## src/rtl/ctlpin_pkg.sv

```systemverilog
package ctlpin_pkg;
  typedef enum logic [1:0] {
    FSEL_OFF  = 2'b00,
    FSEL_TR   = 2'b01,
    FSEL_HYB  = 2'b10,
    FSEL_FSK  = 2'b11
  } fsel_e;

  typedef struct packed {
    logic fsk;
    logic tr;
    logic hyb;
    logic buf_mode;
    logic test;
  } fn_en_t;

  localparam int CODE_W = 3;
  localparam logic [CODE_W-1:0] CODE_PDN = 3'b100;
endpackage

```

## src/rtl/ctlpin_sync.sv

```systemverilog
module ctlpin_sync #(
  parameter int W      = 3,
  parameter int STAGES = 2
) (
  input  logic         clk,
  input  logic         rst,
  input  logic [W-1:0] d_i,
  output logic [W-1:0] q_o
);
  logic [W-1:0] st [STAGES];

  generate
    for (genvar g = 0; g < STAGES; g++) begin : g_stage
      if (g == 0) begin : g_first
        always_ff @(posedge clk) begin
          if (rst) st[g] <= '0;
          else     st[g] <= d_i;
        end
      end else begin : g_next
        always_ff @(posedge clk) begin
          if (rst) st[g] <= '0;
          else     st[g] <= st[g-1];
        end
      end
    end
  endgenerate

  assign q_o = st[STAGES-1];
endmodule

```

## src/rtl/ctlpin_decode.sv

```systemverilog
module ctlpin_decode
  import ctlpin_pkg::*;
(
  input  logic              clk,
  input  logic              rst,
  input  logic [CODE_W-1:0] code_i,
  output fn_en_t            en_o
);
  fn_en_t nxt;
  fsel_e  fsel;

  assign fsel = fsel_e'(code_i[1:0]);

  always_comb begin
    nxt = '0;
    unique case (fsel)
      FSEL_FSK: begin
        nxt.fsk      = 1'b1;
        nxt.buf_mode = code_i[2];
      end
      FSEL_HYB: nxt.hyb  = 1'b1;
      FSEL_TR:  nxt.tr   = 1'b1;
      FSEL_OFF: nxt.test = ~code_i[2];
    endcase
  end

  always_ff @(posedge clk) begin
    if (rst) en_o <= '0;
    else     en_o <= nxt;
  end

  assert_one_fn_R5: assert property (@(posedge clk) disable iff (rst)
    $onehot0({en_o.fsk, en_o.tr, en_o.hyb}));
  assert_mode_needs_fsk_R2: assert property (@(posedge clk) disable iff (rst)
    en_o.buf_mode |-> en_o.fsk);
  assert_test_idle_R6: assert property (@(posedge clk) disable iff (rst)
    en_o.test |-> !(en_o.fsk || en_o.tr || en_o.hyb));
endmodule

```

## src/rtl/ctlpin_pdn_qual.sv

```systemverilog
module ctlpin_pdn_qual
  import ctlpin_pkg::*;
#(
  parameter int QUAL_CYCLES = 3580
) (
  input  logic              clk,
  input  logic              rst,
  input  logic [CODE_W-1:0] code_i,
  output logic              pdn_o,
  output logic              rst_pulse_o
);
  localparam int CNT_W = $clog2(QUAL_CYCLES + 1);
  localparam logic [CNT_W-1:0] LAST = CNT_W'(QUAL_CYCLES - 1);

  logic [CNT_W-1:0] held;
  logic             is_pdn_code;

  assign is_pdn_code = (code_i == CODE_PDN);

  always_ff @(posedge clk) begin
    if (rst) begin
      held        <= '0;
      pdn_o       <= 1'b0;
      rst_pulse_o <= 1'b0;
    end else if (is_pdn_code) begin
      rst_pulse_o <= 1'b0;
      if (!pdn_o) begin
        held <= held + 1'b1;
        if (held == LAST) pdn_o <= 1'b1;
      end
    end else begin
      rst_pulse_o <= (held != '0) && !pdn_o;
      held        <= '0;
      pdn_o       <= 1'b0;
    end
  end

  assert_pulse_single_R8: assert property (@(posedge clk) disable iff (rst)
    rst_pulse_o |=> !rst_pulse_o);
  assert_pulse_not_in_pdn_R8: assert property (@(posedge clk) disable iff (rst)
    rst_pulse_o |-> !pdn_o);
  assert_exit_quiet_R12: assert property (@(posedge clk) disable iff (rst)
    $fell(pdn_o) |-> !rst_pulse_o);
  assert_qualified_entry_R7: assert property (@(posedge clk) disable iff (rst)
    $rose(pdn_o) |-> $past(held) == LAST);
endmodule

```

## src/rtl/ctlpin_out_gate.sv

```systemverilog
module ctlpin_out_gate
  import ctlpin_pkg::*;
(
  input  logic   clk,
  input  logic   rst,
  input  fn_en_t en_i,
  input  logic   data_raw_i,
  input  logic   ready_n_raw_i,
  input  logic   carrier_n_raw_i,
  input  logic   early_raw_i,
  input  logic   guard_raw_i,
  input  logic   steer_n_raw_i,
  output logic   data_o,
  output logic   ready_steer_n_o,
  output logic   carrier_n_o,
  output logic   early_o,
  output logic   guard_o
);
  logic tone_on;
  logic dual_nxt;

  assign tone_on = en_i.tr | en_i.hyb;

  always_comb begin
    if (en_i.fsk)    dual_nxt = en_i.buf_mode ? ready_n_raw_i : 1'b1;
    else if (tone_on) dual_nxt = steer_n_raw_i;
    else             dual_nxt = 1'b1;
  end

  always_ff @(posedge clk) begin
    if (rst) begin
      data_o          <= 1'b1;
      ready_steer_n_o <= 1'b1;
      carrier_n_o     <= 1'b1;
      early_o         <= 1'b0;
      guard_o         <= 1'b0;
    end else begin
      data_o          <= en_i.fsk ? data_raw_i : 1'b1;
      carrier_n_o     <= en_i.fsk ? carrier_n_raw_i : 1'b1;
      ready_steer_n_o <= dual_nxt;
      early_o         <= tone_on & early_raw_i;
      guard_o         <= tone_on & guard_raw_i;
    end
  end

  assert_tone_pins_idle_R11: assert property (@(posedge clk) disable iff (rst)
    !(en_i.tr || en_i.hyb) |=> !early_o && !guard_o);
  assert_fsk_pins_idle_R11: assert property (@(posedge clk) disable iff (rst)
    !en_i.fsk |=> data_o && carrier_n_o);
endmodule

```

## src/rtl/ctlpin_fn_decoder.sv

```systemverilog
module ctlpin_fn_decoder
  import ctlpin_pkg::*;
#(
  parameter int SYNC_STAGES = 2,
  parameter int QUAL_CYCLES = 3580
) (
  input  logic clk,
  input  logic rst,
  input  logic mode_pin_i,
  input  logic fsel_hi_i,
  input  logic fsel_lo_i,
  input  logic fsk_data_raw_i,
  input  logic fsk_ready_n_raw_i,
  input  logic fsk_carrier_n_raw_i,
  input  logic tone_early_raw_i,
  input  logic tone_guard_raw_i,
  input  logic tone_steer_n_raw_i,
  output logic fsk_en_o,
  output logic tr_tone_en_o,
  output logic hyb_tone_en_o,
  output logic buf_mode_o,
  output logic test_mode_o,
  output logic pdn_o,
  output logic analog_en_o,
  output logic core_rst_o,
  output logic data_o,
  output logic ready_steer_n_o,
  output logic carrier_n_o,
  output logic early_o,
  output logic guard_o
);
  logic [CODE_W-1:0] code_s;
  fn_en_t            en;

  ctlpin_sync #(.W(CODE_W), .STAGES(SYNC_STAGES)) u_sync (
    .clk (clk),
    .rst (rst),
    .d_i ({mode_pin_i, fsel_hi_i, fsel_lo_i}),
    .q_o (code_s)
  );

  ctlpin_decode u_dec (
    .clk    (clk),
    .rst    (rst),
    .code_i (code_s),
    .en_o   (en)
  );

  ctlpin_pdn_qual #(.QUAL_CYCLES(QUAL_CYCLES)) u_qual (
    .clk         (clk),
    .rst         (rst),
    .code_i      (code_s),
    .pdn_o       (pdn_o),
    .rst_pulse_o (core_rst_o)
  );

  ctlpin_out_gate u_out (
    .clk             (clk),
    .rst             (rst),
    .en_i            (en),
    .data_raw_i      (fsk_data_raw_i),
    .ready_n_raw_i   (fsk_ready_n_raw_i),
    .carrier_n_raw_i (fsk_carrier_n_raw_i),
    .early_raw_i     (tone_early_raw_i),
    .guard_raw_i     (tone_guard_raw_i),
    .steer_n_raw_i   (tone_steer_n_raw_i),
    .data_o          (data_o),
    .ready_steer_n_o (ready_steer_n_o),
    .carrier_n_o     (carrier_n_o),
    .early_o         (early_o),
    .guard_o         (guard_o)
  );

  assign fsk_en_o      = en.fsk;
  assign tr_tone_en_o  = en.tr;
  assign hyb_tone_en_o = en.hyb;
  assign buf_mode_o    = en.buf_mode;
  assign test_mode_o   = en.test;
  assign analog_en_o   = ~pdn_o;

  assert_pdn_pin_levels_R9: assert property (@(posedge clk) disable iff (rst)
    pdn_o |-> data_o && ready_steer_n_o && carrier_n_o && !early_o && !guard_o);
  assert_pdn_no_function_R7: assert property (@(posedge clk) disable iff (rst)
    pdn_o |-> !(fsk_en_o || tr_tone_en_o || hyb_tone_en_o || test_mode_o));
endmodule

```

## config.mk

```make
export PLATFORM = sky130hd
export DESIGN_NAME = ctlpin_fn_decoder
export DESIGN_NICKNAME = d
export VERILOG_FILES = /design/src/rtl/ctlpin_pkg.sv /design/src/rtl/ctlpin_sync.sv /design/src/rtl/ctlpin_decode.sv /design/src/rtl/ctlpin_pdn_qual.sv /design/src/rtl/ctlpin_out_gate.sv /design/src/rtl/ctlpin_fn_decoder.sv
export SDC_FILE = /design/constraint.sdc
export NUM_CORES = 1
export LEC_CHECK = 0
export CAP_MARGIN = 25
export CELL_PAD_IN_SITES_DETAIL_PLACEMENT = 1
export CELL_PAD_IN_SITES_GLOBAL_PLACEMENT = 1
export CORE_MARGIN = 3
export CORE_UTILIZATION = 37
export CTS_CLUSTER_SIZE = 16
export DETAILED_ROUTE_END_ITERATION = 7
export PLACE_DENSITY_LB_ADDON = 0.1
export SETUP_SLACK_MARGIN = 0.5
export SYNTH_ARGS = -nofsm -noshare
export SYNTH_HDL_FRONTEND = slang
export SYNTH_SLANG_ARGS = --single-unit
```

## constraint.sdc

```tcl
create_clock -name clk -period 2.1 [get_ports clk]
set_input_delay 0.21 -clock clk [delete_from_list [all_inputs] [get_ports clk]]
set_output_delay 0.21 -clock clk [all_outputs]
set_load 0.01 [all_outputs]
```

# --- Word-level counts from Yosys, hierarchy flattened ---
# Memory sizes are Yosys's and may differ from the RTL's.
# Index checks and enable logic that the tools add are counted.
classes:
  n_addsub: 1
  n_mul: 0
  div_mod_pow: 0
  n_lt_le_gt_ge: 0
  eq_ne: 5
  shifts: 0
  n_mux: 13
  n_bitwise: 11
  n_reduce_logical: 9
ops:
  columns: ["cell", "count"]
  rows:
  - ["$add 12x1->12 const B", 1]
  - ["$eq 12x12->1 const B", 1]
  - ["$reduce_bool 12->1", 1]
  - ["$mux 1", 11]
  - ["$reduce_or 2->1", 5]
  - ["$mux 3", 2]
  - ["$not 1->1", 6]
  - ["$eq 2x2->1 const B", 2]
  - ["$eq 3x3->1 const B", 1]
  - ["$or 1x1->1", 3]
  - ["$and 1x1->1", 2]
  - ["$eq 2x1->1 const B", 1]
  - ["$logic_not 2->1", 1]
  - ["$logic_and 1x1->1", 1]
  - ["$logic_not 1->1", 1]
word_totals:
  register_bits: 24
  latch_bits: 0
  ramBits: 6
  mem_bits_ro: 0
  inputBits: 11
  out_inout_bits: 13
  wordCells: 53
  n_memories: 1
memory_table:
  columns: ["memory", "words", "width", "read_ports", "rd_ports_with_merged_regs", "wr", "line", "source"]
  rows:
  - ["u_sync.st", 2, 3, 2, 0, 2, "ctlpin_sync.sv:10", "logic [W-1:0] st [STAGES];"]

# --- Depth between registers and ports, before layout ---
depth:
  ltp_word: 3
  ltp_mapped: 4
  mapped_depth_nobuf: 4

# --- Modules after synthesis ---
# From an unflattened synthesis, not the netlist that was laid out.
hier_totals:
  cells_unflattened: 112
  hier_area_um2: 1168.6
by_module_without_submodules:
  columns: ["module", "n_inst", "cells_per_inst", "area_each_um2", "seq_area_each_um2"]
  rows:
  - ["ctlpin_pdn_qual", 1, 76, 701.9, 280.3]
  - ["ctlpin_out_gate", 1, 13, 157.7, 100.1]
  - ["ctlpin_sync", 1, 12, 157.7, 120.1]
  - ["ctlpin_decode", 1, 10, 147.6, 100.1]
  - ["ctlpin_fn_decoder", 1, 1, 3.8, 0.0]

# --- Worst setup path after synthesis ---
# Ideal clock, no wire load.
synth_timing:
  path_kind: "register -> register"
  from: "register u_qual.held[0]"
  to: "register u_qual.held[10]"
  setup_time_ns: 0.071
  arrival_ns: 1.373
  t_required_ns: 2.029
  setup_slack_ns: 0.656
  path_stages_with_launch: 5
  n_path_buf: 0
  synth_period_minus_slack_ns: 1.444
  path_cell_list: "dfxtp_1 > ha_1 > nand4b_4 > or4_1 > a21oi_1"
synth_via:
  elab_chain_cells: 1
synth_rtl:
  columns: ["element", "line", "source"]
  rows:
  - ["from (decl)", "ctlpin_pdn_qual.sv:15", "logic [CNT_W-1:0] held;"]
  - ["from (signal assigned)", "ctlpin_pdn_qual.sv:28", "held <= held + 1'b1;"]
  - ["$add 12x1->12", "ctlpin_pdn_qual.sv:28", null]
# No other way between the ends.
# A chain may end at the register's enable or synchronous reset.

# --- Worst setup path in the final report ---
layout_timing:
  from: "register u_qual.held[1]"
  to: "register u_qual.held[10]"
# The elaborated chain is that of the path after synthesis.

==> results_dict.tcl <==
set metrics [dict create \
    power_density_nw_per_um2 804 \
    critPathTopFamily "simple AND/OR/NAND/NOR gates" \
    hold_class "in -> reg" \
    synth_cell_types 32 \
    reg_top3 "u_qual.held x12, u_sync.st x6, u_dec.en_o x5" \
    crit_required_ps 2360 \
    syn_inst 111 \
    antenna_found_initial 0 \
    drt_iter0_drc 32 \
    grt_overflow_total 0 \
    clock_latency_ps 330 \
    drive_gt1_frac 0.121 \
    ys_seq_elements 30 \
    min_period_ps 1530 \
    worstPathMaxFanout 7 \
    yosysSeqAreaShare 0.523 \
    largest_register_ffs 12 \
    reg2reg_slack_ps 570 \
    grt_max_degree 16 \
    fin_util 0.539 \
    cpPeakStageDelay_ps 550 \
    die_h_um 61.7 \
    synth-edff-count 0 \
    synth_top_area_cell "dfxtp_1" \
    skew_ps 9.39 \
    drt_pass1_iterations 4 \
    cts.sinks 30 \
    start_util 0.402 \
    tns_ps 0 \
    via_per_inst 5.44 \
    pre_cts_slack_ps 426 \
    wirelength_um 2660 \
    cts_made_buffers 5 \
    final_cell_area_um2 1540 \
    drv_slew 0 \
    cap_violations 0 \
    antennaDiodeCount 0 \
    ys.flop_type "dfxtp_1" \
    dieWidth_um 61.7 \
    fin_nets 153 \
    gp_congestion 0.742 \
    finalWorstSetupSlack_ps 568 \
    crit_slowest_cell "or4_1" \
    rsz0062_at_grt "no" \
    yosys-top-cells-area "dfxtp_1 (52%), nor2b_1 (3.8%), nor3b_1 (3.3%)" \
    ys_async_sr_fraction 0 \
    tightestPinTransition_ps 692 \
    post-route-period-util 0.729 \
    core_area_um2 2850 \
    post_cts_buffers 0 \
    fmax_mhz 653 \
    stdcell_count 172 \
    core.rowCount 19 \
    grt_pass1_vias 984 \
    htreeDepth 2 \
    route.vias.total 935 \
    ios 24 \
    portBuffers 23 \
    largest_register "u_qual.held" \
    yosysTopAreaCellShare 0.523 \
    syn_to_final_growth_pct 34.1 \
    dieArea_um2 3810 \
    dp_hpwl_um 1940 \
    hold_buffers 0 \
    grt_pass1_wl_um 4500 \
    path_class "reg -> reg" \
    cp-end-kind "flop" \
    cp_data_arrival_time_ps 1790 \
    path_clk_slew_ps 100 \
    yosysWarnings 0 \
    crit_chain "ha_2 > nand4b_4 > or4_1 > a21oi_1" \
    syn_avg_cell_area_um2 10.3 \
    worst-path-buf-inv 0 \
    whs_ps 428 \
    post_dp_cell_area_um2 1420 \
    ir_drop_v 0.000492 \
    final-setup-viol-count 0 \
    crit_path_start_kind "flop" \
    clock_path_buffers 2 \
    syn_area_um2 1150 \
    route.detailed.drc 0 \
    track_usage 0.170 \
    status "finished, final reports clean" \
    cts_tree "done" \
    cts_root_buffer "clkbuf_4" \
    place_inst 164 \
    postRouteAntennaNets 0 \
    wire_per_inst_um 15.5 \
    final_hold_viol_count 0 \
    max-slew-margin-rel 0.532 \
    synth.net_count 124 \
    power.total_mw 1.24 \
    p_leak_nw 0.578 \
]
[what timing repair did]
item,in CTS,in global routing
endpoints found under the setup margin,3,2
cloned,0,0
resized for setup,3,3
[placed cells by master, fill, tap and decap left out, types with 2 or more instances in the layout]
cell             instances
nor3_1                   2
o31ai_1                  3
nor2b_1                  7
bufinv_16                2
or3_1                    2
o21ai_0                  2
and4_1                   2
a21oi_1                  6
or4_1                    3
nor4_1                   4
mux2i_1                  3
or3b_2                   2
dfxtp_1                 27
clkbuf_4                 5
and3b_1                  2
nor2_1                   7
nor3b_1                  5
nand2b_1                 2
inv_1                    6
clkdlybuf4s50_1         23
nand2_1                  5
xnor2_1                  3
dfxtp_4                  2
[area by class of cell]
cell class | count | area (um2)
Clock buffer | 6 | 51.3
Clock inverter | 2 | 60.1
Fill cell | 316 | 1310
Inverter | 6 | 22.5
Multi-Input combinational cell | 73 | 519
Sequential cell | 30 | 609
Tap cell | 31 | 38.8
Timing Repair Buffer | 24 | 238
[report_power, final]
group	internal (mW)	switching [mW]	leakage [nW]	total (mW)
Clock	0.403	0.202	0.0585	0.605
Sequential	0.576	0.00644	0.246	0.583
Combinational	0.0324	0.0173	0.274	0.0496
Total	1.01	0.225	0.578	1.24
[routing by layer]
metal  global-route usage  part of all wire  vias to the layer above
met4               0.0909             0.020                        0
met3               0.0545             0.042                        5
met5                    0                 0                        -
met1                0.188              0.42                      456
met2                0.287              0.52                       19
li1                     -                 -                      455
[worst paths after layout]
kind	start	to	cells past startpoint
worst max register to register	u_qual.held[1]	u_qual.held[10]	4
worst min-delay path	mode_pin_i	u_sync.st[0][2]	2
worst min register to register	u_sync.st[0][1]	u_sync.st[1][1]	1
worst max-delay path	u_qual.held[1]	u_qual.held[10]	4
[cells in the mapped netlist (all sizes together), types with 3 or more instances]
library cell,n
dfxtp,30
nor2,7
nor2b,7
a21oi,6
inv,6
nand2,5
nor3b,5
nor4,4
mux2i,3
o31ai,3
or4,3
xnor2,3
[kinds of logic (layout without fill, tap and decap cells)]
| kind of cell | Yosys count | after routing | share of synthesized area |
|---|---|---|---|
| fa+ha+maj | 2 | 2 | 0.0218 |
| simple gates | 51 | 51 | 0.303 |
| flops | 30 | 30 | 0.523 |
| xor+xnor | 4 | 4 | 0.0305 |
| mux | 3 | 3 | 0.0262 |
| compound gates | 13 | 13 | 0.0687 |
| buf+inv | 8 | 38 | 0.0262 |
[worst reg2reg max path, cell delays in order (launching register included)]
cell	delay (ps)
dfxtp_2	370
ha_2	230
nand4b_4	170
or4_1	550
a21oi_1	150
No activity file was read; power rests on OpenSTA's default activity.
